## config.mk

```make
export PLATFORM = sky130hd
export DESIGN_NAME = hotcold_dev_accum
export DESIGN_NICKNAME = d
export VERILOG_FILES = /design/src/rtl/hcd_pkg.sv /design/src/rtl/hcd_scale.sv /design/src/rtl/hcd_split.sv /design/src/rtl/hcd_pair_acc.sv /design/src/rtl/hcd_bkg_store.sv /design/src/rtl/hotcold_dev_accum.sv
export SDC_FILE = /design/constraint.sdc
export NUM_CORES = 1
export LEC_CHECK = 0
export BUFFER_PORTS_ARGS = -buffer_cell sky130_fd_sc_hd__buf_2
export CORE_UTILIZATION = 61
export CTS_CLUSTER_DIAMETER = 60
export DETAILED_ROUTE_END_ITERATION = 10
export PLACE_DENSITY = 0.79
export REMOVE_ABC_BUFFERS = 1
export SLEW_MARGIN = 0
export SYNTH_ARGS = -nofsm -noshare
export SYNTH_HDL_FRONTEND = slang
export SYNTH_SLANG_ARGS = --single-unit
```

## constraint.sdc

```tcl
create_clock -name clk -period 10.9 [get_ports clk]
set_input_delay 0.545 -clock clk [delete_from_list [all_inputs] [get_ports clk]]
set_output_delay 0.545 -clock clk [all_outputs]
set_load 0.03 [all_outputs]
```

## src/rtl/hcd_pkg.sv

```systemverilog
// Shared types for the hot/cold deviation accumulator.
// Assumes: a single kind bit tells background from target samples.
package hcd_pkg;

    typedef enum logic {
        KIND_BKG = 1'b0,
        KIND_TGT = 1'b1
    } smp_kind_e;

endpackage

```

## src/rtl/hcd_scale.sv

```systemverilog
// Constant multiplier: y = NSAMP * x, built from shifted copies of x.
// Only the set bits of NSAMP produce an adder, so no general multiplier.
// Assumes: OUT_W is wide enough for NSAMP * (2**PIX_W - 1).
module hcd_scale #(
    parameter int PIX_W = 5,
    parameter int NSAMP = 30,
    parameter int OUT_W = 10
) (
    input  logic [PIX_W-1:0] x,
    output logic [OUT_W-1:0] y
);
    localparam int NB = $clog2(NSAMP + 1);

    logic [OUT_W-1:0] part [NB+1];

    // Chain seed: nothing added yet
    assign part[0] = '0;

    for (genvar b = 0; b < NB; b++) begin : g_bit
        if (((NSAMP >> b) & 1) == 1) begin : g_add
            // Add x shifted by this bit position
            assign part[b+1] = part[b] + (OUT_W'(x) << b);
        end else begin : g_skip
            // Bit clear: pass the partial product through
            assign part[b+1] = part[b];
        end
    end

    assign y = part[NB];

endmodule

```

## src/rtl/hcd_split.sv

```systemverilog
// Compares a scaled sample against the background sum.
// Reports whether it is hot, and the size of the difference.
// Equality is treated as cold with zero magnitude.
// Assumes: both operands share one width.
module hcd_split #(
    parameter int W = 10
) (
    input  logic [W-1:0] scaled,
    input  logic [W-1:0] ref_sum,
    output logic         is_hot,
    output logic [W-1:0] mag
);
    // Decide hot/cold and form the non-negative difference
    always_comb begin
        is_hot = (scaled > ref_sum);
        mag    = is_hot ? (scaled - ref_sum) : (ref_sum - scaled);
    end

endmodule

```

## src/rtl/hcd_pair_acc.sv

```systemverilog
// Hot/cold total pair: adds a magnitude into one of two totals.
// Assumes: ACC_W leaves room for NSAMP worst-case magnitudes.
module hcd_pair_acc #(
    parameter int MAG_W = 10,
    parameter int ACC_W = 15
) (
    input  logic             clk,
    input  logic             rst_n,
    input  logic             clr,
    input  logic             en,
    input  logic             is_hot,
    input  logic [MAG_W-1:0] mag,
    output logic [ACC_W-1:0] hot_tot,
    output logic [ACC_W-1:0] cold_tot
);
    // Accumulate into the total picked by is_hot; clear on reset or clr
    always_ff @(posedge clk) begin
        if (!rst_n || clr) begin
            hot_tot  <= '0;
            cold_tot <= '0;
        end else if (en) begin
            if (is_hot) hot_tot  <= hot_tot  + ACC_W'(mag);
            else        cold_tot <= cold_tot + ACC_W'(mag);
        end
    end

endmodule

```

## src/rtl/hcd_bkg_store.sv

```systemverilog
// Background sample buffer with running sum.
// Writes one sample per wr_en at wr_idx and adds it to the sum.
// Reads the entry at rd_idx without a clock.
// Assumes: wr_idx < NSAMP whenever wr_en is high.
module hcd_bkg_store #(
    parameter int PIX_W = 5,
    parameter int NSAMP = 30,
    parameter int IDX_W = 5,
    parameter int SUM_W = 10
) (
    input  logic             clk,
    input  logic             rst_n,
    input  logic             clr,
    input  logic             wr_en,
    input  logic [IDX_W-1:0] wr_idx,
    input  logic [PIX_W-1:0] wr_data,
    input  logic [IDX_W-1:0] rd_idx,
    output logic [PIX_W-1:0] rd_data,
    output logic [SUM_W-1:0] sum
);
    logic [PIX_W-1:0] mem [NSAMP];

    for (genvar i = 0; i < NSAMP; i++) begin : g_ent
        // Capture one buffer entry when it is addressed
        always_ff @(posedge clk) begin
            if (!rst_n) mem[i] <= '0;
            else if (wr_en && wr_idx == IDX_W'(i)) mem[i] <= wr_data;
        end
    end

    // Running sum of the written samples
    always_ff @(posedge clk) begin
        if (!rst_n || clr) sum <= '0;
        else if (wr_en)    sum <= sum + SUM_W'(wr_data);
    end

    // Replay read; out-of-range indices return zero
    always_comb begin
        rd_data = '0;
        for (int i = 0; i < NSAMP; i++) begin
            if (rd_idx == IDX_W'(i)) rd_data = mem[i];
        end
    end

endmodule

```

## src/rtl/hotcold_dev_accum.sv

```systemverilog
// Top level: sequences the background capture, the background replay
// and the target scoring, then strobes done once all 2*NSAMP samples
// have been accumulated.
// Assumes: background samples come before the targets that are to count.
module hotcold_dev_accum #(
    parameter int PIX_W = 5,
    parameter int NSAMP = 30
) (
    input  logic                                       clk,
    input  logic                                       rst_n,
    input  logic                                       start_i,
    input  logic                                       smp_valid_i,
    input  logic                                       smp_is_tgt_i,
    input  logic [PIX_W-1:0]                           smp_i,
    output logic [PIX_W+2*$clog2(NSAMP+1)-1:0]         tgt_hot_o,
    output logic [PIX_W+2*$clog2(NSAMP+1)-1:0]         tgt_cold_o,
    output logic [PIX_W+2*$clog2(NSAMP+1)-1:0]         bkg_hot_o,
    output logic [PIX_W+2*$clog2(NSAMP+1)-1:0]         bkg_cold_o,
    output logic                                       done_o
);
    import hcd_pkg::*;

    localparam int CNT_W = $clog2(NSAMP + 1);
    localparam int IDX_W = $clog2(NSAMP);
    localparam int SCL_W = PIX_W + CNT_W;
    localparam int ACC_W = SCL_W + CNT_W;
    localparam logic [CNT_W-1:0] FULL = CNT_W'(NSAMP);

    logic [CNT_W-1:0] bkg_cnt, tgt_cnt, rep_cnt;
    logic             fin_seen, done_q;
    logic             sum_ready, bkg_take, tgt_take, rep_go, all_in;
    smp_kind_e        kind;
    logic [SCL_W-1:0] ref_sum;
    logic [PIX_W-1:0] rep_smp;
    logic [SCL_W-1:0] tgt_scl, bkg_scl, tgt_mag, bkg_mag;
    logic             tgt_hot, bkg_hot;

    // Decode the kind bit and the per-cycle accept conditions
    always_comb begin
        kind      = smp_kind_e'(smp_is_tgt_i);
        sum_ready = (bkg_cnt == FULL);
        bkg_take  = smp_valid_i && !start_i && kind == KIND_BKG && bkg_cnt < FULL;
        tgt_take  = smp_valid_i && !start_i && kind == KIND_TGT && sum_ready
                    && tgt_cnt < FULL;
        rep_go    = !start_i && sum_ready && rep_cnt < FULL;
        all_in    = (tgt_cnt == FULL) && (rep_cnt == FULL);
    end

    // Sample counters for capture, replay and targets
    always_ff @(posedge clk) begin
        if (!rst_n || start_i) begin
            bkg_cnt <= '0;
            tgt_cnt <= '0;
            rep_cnt <= '0;
        end else begin
            if (bkg_take) bkg_cnt <= bkg_cnt + CNT_W'(1);
            if (tgt_take) tgt_cnt <= tgt_cnt + CNT_W'(1);
            if (rep_go)   rep_cnt <= rep_cnt + CNT_W'(1);
        end
    end

    // One-shot done strobe, the cycle after the last accumulation
    always_ff @(posedge clk) begin
        if (!rst_n || start_i) begin
            done_q   <= 1'b0;
            fin_seen <= 1'b0;
        end else begin
            done_q <= all_in && !fin_seen;
            if (all_in) fin_seen <= 1'b1;
        end
    end

    hcd_bkg_store #(
        .PIX_W (PIX_W),
        .NSAMP (NSAMP),
        .IDX_W (IDX_W),
        .SUM_W (SCL_W)
    ) u_store (
        .clk     (clk),
        .rst_n   (rst_n),
        .clr     (start_i),
        .wr_en   (bkg_take),
        .wr_idx  (bkg_cnt[IDX_W-1:0]),
        .wr_data (smp_i),
        .rd_idx  (rep_cnt[IDX_W-1:0]),
        .rd_data (rep_smp),
        .sum     (ref_sum)
    );

    hcd_scale #(.PIX_W(PIX_W), .NSAMP(NSAMP), .OUT_W(SCL_W)) u_scl_tgt (
        .x (smp_i),
        .y (tgt_scl)
    );

    hcd_scale #(.PIX_W(PIX_W), .NSAMP(NSAMP), .OUT_W(SCL_W)) u_scl_bkg (
        .x (rep_smp),
        .y (bkg_scl)
    );

    hcd_split #(.W(SCL_W)) u_split_tgt (
        .scaled  (tgt_scl),
        .ref_sum (ref_sum),
        .is_hot  (tgt_hot),
        .mag     (tgt_mag)
    );

    hcd_split #(.W(SCL_W)) u_split_bkg (
        .scaled  (bkg_scl),
        .ref_sum (ref_sum),
        .is_hot  (bkg_hot),
        .mag     (bkg_mag)
    );

    hcd_pair_acc #(.MAG_W(SCL_W), .ACC_W(ACC_W)) u_acc_tgt (
        .clk      (clk),
        .rst_n    (rst_n),
        .clr      (start_i),
        .en       (tgt_take),
        .is_hot   (tgt_hot),
        .mag      (tgt_mag),
        .hot_tot  (tgt_hot_o),
        .cold_tot (tgt_cold_o)
    );

    hcd_pair_acc #(.MAG_W(SCL_W), .ACC_W(ACC_W)) u_acc_bkg (
        .clk      (clk),
        .rst_n    (rst_n),
        .clr      (start_i),
        .en       (rep_go),
        .is_hot   (bkg_hot),
        .mag      (bkg_mag),
        .hot_tot  (bkg_hot_o),
        .cold_tot (bkg_cold_o)
    );

    assign done_o = done_q;

endmodule

```

# --- Word-level counts from Yosys, hierarchy flattened ---
# Memories as Yosys holds them, arrays and structs flattened.
# Index checks and enable logic that the tools add are counted.
word_totals:
  reg_bits: 87
  latch_bits: 0
  mem_bits_rw: 150
  mem_bits_ro: 0
  input_bits: 10
  out_inout_bits: 61
  elab_cells: 331
  mem_count: 1
memory_table:
  columns: ["memory", "depth", "width", "read_ports", "rd_clocked_by_memory_dff", "wr", "line_no", "text"]
  rows:
  - ["u_store.mem", 30, 5, 30, 0, 30, "hcd_bkg_store.sv:21", "logic [PIX_W-1:0] mem [NSAMP];"]
classes:
  n_addsub: 18
  multipliers: 0
  n_div: 0
  n_lt_le_gt_ge: 5
  eq_ne: 61
  shift: 0
  muxes: 153
  n_bitwise: 33
  reduce_logical: 50
op_table:
  columns: ["op", "n"]
  rows:
  - ["$mux 5", 60]
  - ["$eq 5x5->1 const B", 31]
  - ["$mux 1", 91]
  - ["$eq 5x4->1 const B", 16]
  - ["$add 15x10->15", 4]
  - ["$eq 5x3->1 const B", 8]
  - ["$logic_and 1x1->1", 40]
  - ["$sub 10x10->10", 4]
  - ["$or 1x1->1", 30]
  - ["$add 9x9->10", 2]
  - ["$eq 5x2->1 const B", 4]
  - ["$gt 10x10->1", 2]
  - ["$mux 10", 2]
  - ["$add 8x8->9", 2]
  - ["$add 6x7->8", 2]
  - ["$add 5x1->5 const B", 3]
  - ["$lt 5x5->1 const B", 3]
  - ["$add 10x5->10", 1]
  - ["$eq 5x1->1 const B", 2]
  - ["$logic_not 5->1", 2]
  - ["$reduce_and 2->1", 4]
  - ["$logic_not 1->1", 3]
  - ["$not 1->1", 3]
  - ["$logic_or 1x1->1", 1]

# --- Depth between registers and ports, before layout ---
# Gate-level depths: netlist of the first run.
depth:
  depth_word: 37
  ltp_mapped: 42
  depth_no_buf: 37

# --- Modules after synthesis ---
# Synthesis of the first run repeated with hierarchy kept, for this count alone.
hier_totals:
  cells_unflattened: 1722
  hier_area_um2: 16358.2
modules_own_cells:
  columns: ["mod", "n_inst", "cells_per_inst", "area_per_inst_um2", "seq_area_each_um2"]
  rows:
  - ["hcd_bkg_store", 1, 804, 8710.9, 4704.5]
  - ["hcd_pair_acc", 2, 250, 2062.0, 600.6]
  - ["hcd_split", 2, 114, 850.8, 0.0]
  - ["hotcold_dev_accum", 1, 94, 913.4, 340.3]
  - ["hcd_scale", 2, 48, 454.2, 0.0]

# --- Worst setup path before layout of the first run ---
# OpenSTA, ideal clock, no wires.
synth_timing:
  path_type: "register to register"
  startpoint: "reg rep_cnt[1]"
  endpoint: "reg u_acc_bkg.cold_tot[14]"
  arrival_time_ns: 8.601
  setup_slack_ns: 2.171
  stages_incl_launch_ff: 40
  path_buffers: 5
  cell_sequence: "dfxtp_1 > ha_1 > clkbuf_1 > clkbuf_1 > clkbuf_1 > and3_1 > ha_1 > clkbuf_1 > nor2b_1 > o21ai_0 > o2111ai_1 > o21ai_0 > a211oi_1 > fa_1 > xor2_1 > ha_1 > or2_2 > ha_1 > (+4 left out) > xnor2_1 > ha_1 > nand4_1 > or3_1 > o311a_1 > nor2_4 > buf_2 > nand2_1 > o21a_1 > fa_1 > a21o_1 > a21oi_1 > o21ai_0 > a2111o_1 > a41oi_1 > and3b_1 > xnor2_1 > nor2_1"
synth_between:
  elab_chain_len: 37
synth_rtl:
  columns: ["element", "line_no", "text"]
  rows:
  - ["start: declaration", "hotcold_dev_accum.sv:29", "logic [CNT_W-1:0] bkg_cnt, tgt_cnt, rep_cnt;"]
  - ["start signal: assignment", "hotcold_dev_accum.sv:58", "if (rep_go) rep_cnt <= rep_cnt + CNT_W'(1);"]
  - ["$logic_not 5->1", "hcd_bkg_store.sv:41", "if (rd_idx == IDX_W'(i)) rd_data = mem[i];"]
  - ["$mux 5 (30 in a row)", "hcd_bkg_store.sv:41", null]
  - ["$add 6x7->8", "hcd_scale.sv:22", "assign part[b+1] = part[b] + (OUT_W'(x) << b);"]
  - ["$add 8x8->9", "hcd_scale.sv:22", null]
  - ["$add 9x9->10", "hcd_scale.sv:22", null]
  - ["$sub 10x10->10 or $gt 10x10->1 (tied branches)", "hcd_split.sv:16, hcd_split.sv:15", null]
  - ["$mux 10 or $not 1->1 (tied branches)", null, null]
  - ["$add 15x10->15 or $reduce_and 2->1 (tied branches)", null, null]
  - ["end signal: assignment", "hcd_pair_acc.sv:23", "else cold_tot <= cold_tot + ACC_W'(mag);"]
  - ["end: declaration", "hcd_pair_acc.sv:14", "output logic [ACC_W-1:0] cold_tot"]
# Parallel ways exist; a longest one is shown, timed or not.
# A chain may end at the register's enable or synchronous reset.

# --- Final worst setup path of the first run ---
layout_timing:
  startpoint: "reg rep_cnt[0]"
  endpoint: "reg u_acc_bkg.cold_tot[14]"
# The elaborated chain is that of the path after synthesis.

==> results of run 1 <==
==> sequential cells by signal (all words and copies together) (netlist names) <==
name / count
bkg_cnt: 5
done_o: 1
fin_seen: 1
rep_cnt: 5
tgt_cnt: 5
u_acc_bkg.cold_tot: 15
u_acc_bkg.hot_tot: 15
u_acc_tgt.cold_tot: 15
u_acc_tgt.hot_tot: 15
u_store.mem: 150
u_store.sum: 10
==> power groups by stage <==
stage / sequential, mW / combinational [mW] / clock (mW)
floorplan: 0.995 / 0.709 / 0
global placement: 1.00 / 0.877 / 0
detailed placement: 1.00 / 0.899 / 0
CTS: 0.982 / 0.908 / 0.960
global route: 0.983 / 1.02 / 0.994
finish: 0.982 / 0.921 / 0.956
==> final cells by class <==
type / count / share of cell area
Clock inverter: 22 / 0.0155
Sequential cell: 237 / 0.374
Tap cell: 324 / 0.0243
Multi-Input combinational cell: 1243 / 0.498
Clock buffer: 28 / 0.0407
Timing Repair Buffer: 85 / 0.0278
Inverter: 84 / 0.0189
==> kinds of logic (layout without fill, tap and decap cells) <==
logic type	Yosys count	after routing
fa+ha+maj	139	139
xor+xnor	82	82
mux	19	19
buf+inv	186	219
compound gates	408	408
flops	237	237
simple gates	595	595
==> through the flow <==
stage | cells | hold slack, ns | cell area [um^2]
after floorplan | 1564 | 0.401 | 14900
after global placement | 1973 | 0.412 | 15700
after detailed placement | 1973 | 0.412 | 15700
after CTS | 2023 | 0.341 | 16700
after global routing | 2023 | 0.373 | 16700
final | 2023 | 0.346 | 16700
==> cell usage in the layout (no fill, tap or decap), types with 24 or more instances in the layout <==
cell type / count
a211oi_1: 24
a21oi_1: 121
buf_2: 70
clkbuf_16: 27
dfxtp_1: 87
edfxtp_1: 150
ha_1: 120
inv_1: 78
nand2_1: 144
nand3_1: 26
nor2_1: 184
nor3_1: 34
nor4_1: 76
o21ai_0: 108
xnor2_1: 50
xor2_1: 32
==> final timing paths <==
| check | startpoint | end | slack (ns) | cells past startpoint |
|---|---|---|---|---|
| setup / recovery | rep_cnt[0]$_SDFFE_PP0P_ | u_acc_bkg.cold_tot[14]$_SDFFE_PP0P_ | 0.66 | 33 |
| setup reg to reg | rep_cnt[0]$_SDFFE_PP0P_ | u_acc_bkg.cold_tot[14]$_SDFFE_PP0P_ | 0.66 | 33 |
| hold / removal | smp_is_tgt_i | bkg_cnt[4]$_SDFFE_PP0P_ | 0.35 | 4 |
| hold reg to reg | fin_seen$_SDFFE_PP0P_ | done_o$_SDFF_PP0_ | 0.42 | 1 |
==> routing by layer <==
metal,share of wire,vias to the layer above,GRT usage
met5,0,-,0
met4,0.029,0,0.0991
met3,0.12,104,0.0803
met2,0.44,791,0.493
met1,0.42,6141,0.459
li1,-,6108,-
==> worst register-to-register path: cells and delay by family, from the launching register on <==
family	cells	cell delay [ns]
DFF	1	0.42
and+or+nand+nor	9	2.54
AOI/OAI and AO/OA	14	4.04
adders and majority gates	6	2.39
xor gates and xnor gates	4	0.68
==> reports/results.ini, run 1 <==
[run_status]
status = completed

[synth]
synth_commonest_cells = 184 x nor2_1, 150 x edfxtp_1, 145 x nand2_1
synth.largest_area_cell = edfxtp_1
muxShareOfSynthArea = 0.0128
synth-xor-area-share = 0.0470
synth.cell_area_um2 = 15300
synth_compound_area_frac = 0.170
synth-edff-count = 150
synth_top_family_by_area = simple AND/OR/NAND/NOR gates
synth-seq-cells = 237
async_flop_share = 0
synth_area_leaders = edfxtp_1 29%, dfxtp_1 11%, ha_1 9.8%
synth_top_area_frac = 0.295
synth_fa_ha_area_frac = 0.123
ys_seq_area_frac = 0.409
yosysMostFrequentCell = nor2_1
yosysWarnings = 0
avgSynthCellArea_um2 = 9.17
synthCells = 1666
synthSimpleGateAreaFrac = 0.190
synth.distinct_cells = 84
synth_flop_cell = edfxtp_1

[routing]
drt-initial-drc-count = 1851
wire_per_inst_um = 20.7
vias = 13144
vias_per_cell = 6.50
drtAntennaViolNets = 0
drc = 0
wl_mm = 41.9
firstDrtPassIters = 6

[critical_path]
crit_path_end_kind = register
crit_buf_inv = 0
critPathMaxFanout = 16
cpMaxStageDelayCell = a2111oi_0
required_ns = 11.30
arrival_ns = 10.63
cp_common_cell = ha_1
cp_top_family = compound AO/OA/AOI/OAI gates
crit_type = register to register
cpPeakStageDelay_ns = 0.97
startpoint_type = register

[cts]
cts_setup_buffers = 0
cts_tree = done
cts_buffer_depth = 3
cts_hold_buf = 0
cts-root-buf = clkbuf_16
clkSlewWorstSetupHoldPaths_ns = 0.07
ctsResizeCount = 0
cts_sinks = 237
cts_buffers = 27
insertion_delay_ns = 0.55
htreeDepth = 1

[power_and_ir_drop]
switching_share = 0.336
power_frac_comb = 0.322
power_density_nw_per_um2 = 171
p_leak_nw = 6.46
pwr-share-clk = 0.334
peakVddDrop_mv = 0.159
seqPwrFrac = 0.344
total_power_mw = 2.86
switchingPower_mw = 0.960
internal-power_mw = 1.90

[sta]
setup_violations = 0
hold_viol = 0
drv_slew = 0
maxSlewHeadroom = 0.165
fin_crit_sh = 0.939
fin_ws_ns = 0.662
finalSetupTns_ns = 0
min_period_ns = 10.24
worst_slew_pin_slew_ns = 1.22
rsz0062_at_grt = false
clock.fmax_mhz = 97.7
fin_worst_skew_ns = 0.0101

[global_routing]
grt_max_degree = 91
grt-ovfl-total = 0
grt_usage = 0.325
grt_pass1_wl_mm = 66.2
first_global_vias = 12305
antenna_found_initial = 0

[min_path]
hp-class = input pin to register

[finish]
multi_input_area_um2 = 8310
final_core_util = 0.682
nNetsFinal = 1827
seq_area_um2 = 6250
antenna_cells = 0
n_fill_cell = 1919
drive_gt1_frac = 0.0918
area_growth_syn_to_layout_pct = 9.22

[die]
pin_count = 71
row_count = 57
core_area_um2 = 24500
die-area_um2 = 25700
initial_core_util = 0.624
dieWidth_um = 160
die_y_um = 160

[place]
hpwl_mm = 29.8
gp_congestion = 1.01
post-place-ws_ns = 1.07
io_buffer_count = 70

[run]
maxCapViolations = 0

No activity file was read; power rests on OpenSTA's default activity.
==> run 2: changes to the inputs <==
CELL_PAD_IN_SITES_DETAIL_PLACEMENT = 1   (was default)
CELL_PAD_IN_SITES_GLOBAL_PLACEMENT = 1   (was default)
CORE_UTILIZATION = 49   (was 61)
PLACE_DENSITY = default   (was 0.79)
PLACE_DENSITY_LB_ADDON = 0.1   (was default)
==> reports/results.ini, run 2 (synthesis results as in run 1) <==
[run_status]
status = completed  ; unchanged

[cts]
cts_setup_buffers = 0  ; unchanged
cts_buffers = 30  ; was 27
cts_tree = done  ; unchanged
ctsResizeCount = 0  ; unchanged
insertion_delay_ns = 0.57  ; was 0.55 ns
cts_sinks = 237  ; unchanged
htreeDepth = 1  ; unchanged
cts-root-buf = clkbuf_16  ; unchanged
clkSlewWorstSetupHoldPaths_ns = 0.06  ; was 0.07 ns
cts_buffer_depth = 3  ; unchanged
cts_hold_buf = 0  ; unchanged

[sta]
setup_violations = 0  ; unchanged
finalSetupTns_ns = 0  ; unchanged
min_period_ns = 9.98  ; was 10.24 ns
rsz0062_at_grt = false  ; unchanged
worst_slew_pin_slew_ns = 1.02  ; was 1.22 ns
fin_crit_sh = 0.915  ; was 0.939
maxSlewHeadroom = 0.305  ; was 0.165
hold_viol = 0  ; unchanged
clock.fmax_mhz = 100  ; was 97.7 MHz
fin_worst_skew_ns = 0.0121  ; was 0.0101 ns
drv_slew = 0  ; unchanged

[power_and_ir_drop]
switching_share = 0.330  ; was 0.336
seqPwrFrac = 0.328  ; was 0.344
peakVddDrop_mv = 0.140  ; was 0.159 mV
pwr-share-clk = 0.361  ; was 0.334
internal-power_mw = 2.01  ; was 1.90 mW
power_frac_comb = 0.311  ; was 0.322
power_density_nw_per_um2 = 177  ; was 171 nW/um^2
p_leak_nw = 6.55  ; was 6.46 nW
total_power_mw = 3.00  ; was 2.86 mW
switchingPower_mw = 0.989  ; was 0.960 mW

[critical_path]
critPathMaxFanout = 25  ; was 16
required_ns = 11.39  ; was 11.30 ns
arrival_ns = 10.47  ; was 10.63 ns
crit_type = register to register  ; unchanged
cpPeakStageDelay_ns = 0.83  ; was 0.97 ns
cp-startpoint = rep_cnt[4]$_SDFFE_PP0P_  ; was rep_cnt[0]$_SDFFE_PP0P_
r2r-start = rep_cnt[4]$_SDFFE_PP0P_  ; was rep_cnt[0]$_SDFFE_PP0P_
startpoint_type = register  ; unchanged
crit_path_end_kind = register  ; unchanged
r2r_cells = 32  ; was 33
worst-path-stages = 32  ; was 33
crit_buf_inv = 0  ; unchanged
cpMaxStageDelayCell = dfxtp_1  ; was a2111oi_0
cp_top_family = compound AO/OA/AOI/OAI gates  ; unchanged

[finish]
stdcell_count = 2100  ; was 2023
largest_register_ffs = 150  ; unchanged
mostFrequentLayoutCell = nor2_1  ; unchanged
mostFrequentLayoutCells = 184 x nor2_1, 150 x edfxtp_1, 144 x nand2_1  ; unchanged
antenna_cells = 0  ; unchanged
area_growth_syn_to_layout_pct = 10.7  ; was 9.22%
drive_gt1_frac = 0.0945  ; was 0.0918
nNetsFinal = 1829  ; was 1827
top_register = u_store.mem  ; unchanged
n_fill_cell = 3504  ; was 1919

[global_routing]
grt_max_degree = 88  ; was 91
grt_usage = 0.307  ; was 0.325
grt-ovfl-total = 0  ; unchanged
antenna_found_initial = 1  ; was 0
first_global_vias = 13346  ; was 12305
grt_pass1_wl_mm = 75.7  ; was 66.2 mm

[place]
gp_congestion = 0.979  ; was 1.01
io_buffer_count = 70  ; unchanged
hpwl_mm = 35.5  ; was 29.8 mm
dp_cells = 2044  ; was 1973

[routing]
wire_per_inst_um = 23.0  ; was 20.7 um
drtAntennaViolNets = 0  ; unchanged
drc = 0  ; unchanged
vias_per_cell = 6.28  ; was 6.50
drt-initial-drc-count = 1224  ; was 1851
firstDrtPassIters = 5  ; was 6
vias = 13191  ; was 13144
wl_mm = 48.3  ; was 41.9 mm

[min_path]
hold_start = smp_is_tgt_i  ; unchanged
hold_path_depth = 4  ; unchanged
hp-class = input pin to register  ; unchanged

[die]
row_count = 64  ; was 57
dieWidth_um = 179  ; was 160 um
initial_core_util = 0.499  ; was 0.624
pin_count = 71  ; unchanged
die-area_um2 = 31900  ; was 25700 um^2
core_area_um2 = 30600  ; was 24500 um^2
die_y_um = 179  ; was 160 um

[run]
maxCapViolations = 0  ; unchanged

## run 2: worst paths after layout
path | to | slack (ns)
worst min register to register | done_o$_SDFF_PP0_ | 0.43
worst min-delay path | bkg_cnt[4]$_SDFFE_PP0P_ | 0.36
worst max register to register | u_acc_bkg.hot_tot[14]$_SDFFE_PP0P_ | 0.92
worst max-delay path | u_acc_bkg.hot_tot[14]$_SDFFE_PP0P_ | 0.92
## run 2: power groups by stage
stage | Combinational, mW | Clock [mW] | Sequential, mW
after floorplan | 0.709 | 0 | 0.995
after global placement | 0.896 | 0 | 1.00
after detailed placement | 0.924 | 0 | 1.00
after CTS | 0.931 | 1.09 | 0.983
after global routing | 1.03 | 1.12 | 0.984
final | 0.932 | 1.08 | 0.984
## run 2: routing by layer
layer | vias up | wire length, um | GRT usage
li1 | 6112 | - | -
met1 | 6528 | 21500 | 0.420
met2 | 480 | 22200 | 0.493
met3 | 69 | 3590 | 0.0639
met4 | 2 | 1020 | 0.0731
met5 | - | 13 | 0
## run 2: metrics by stage
stage | util | setup slack (ns) | hold WS, ns | instance area (um^2)
4_1_cts | 0.553 | 1.08 | 0.330 | 16900
5_1_grt | 0.553 | 0.328 | 0.371 | 16900
2_1_floorplan | - | 2.23 | 0.401 | 14900
3_5_place_dp | 0.517 | 1.17 | 0.430 | 15800
3_3_place_gp | 0.517 | 1.51 | 0.412 | 15800
6_report | 0.553 | 0.922 | 0.357 | 16900
## run 2: final cells by class
class,count,area [um^2],share of cell area
clock buffer,41,887,0.0525
multi-input combinational,1243,8310,0.492
timing repair buffer,84,455,0.0269
clock inverter,15,196,0.0116
inverter,84,315,0.0186
sequential,237,6250,0.369
tap,396,495,0.0293
## run 2: worst min-delay path: cells and delay by family
family          cells  cell delay, ns
compound gates      1            0.05
buf+inv             1            0.09
simple gates        2            0.18
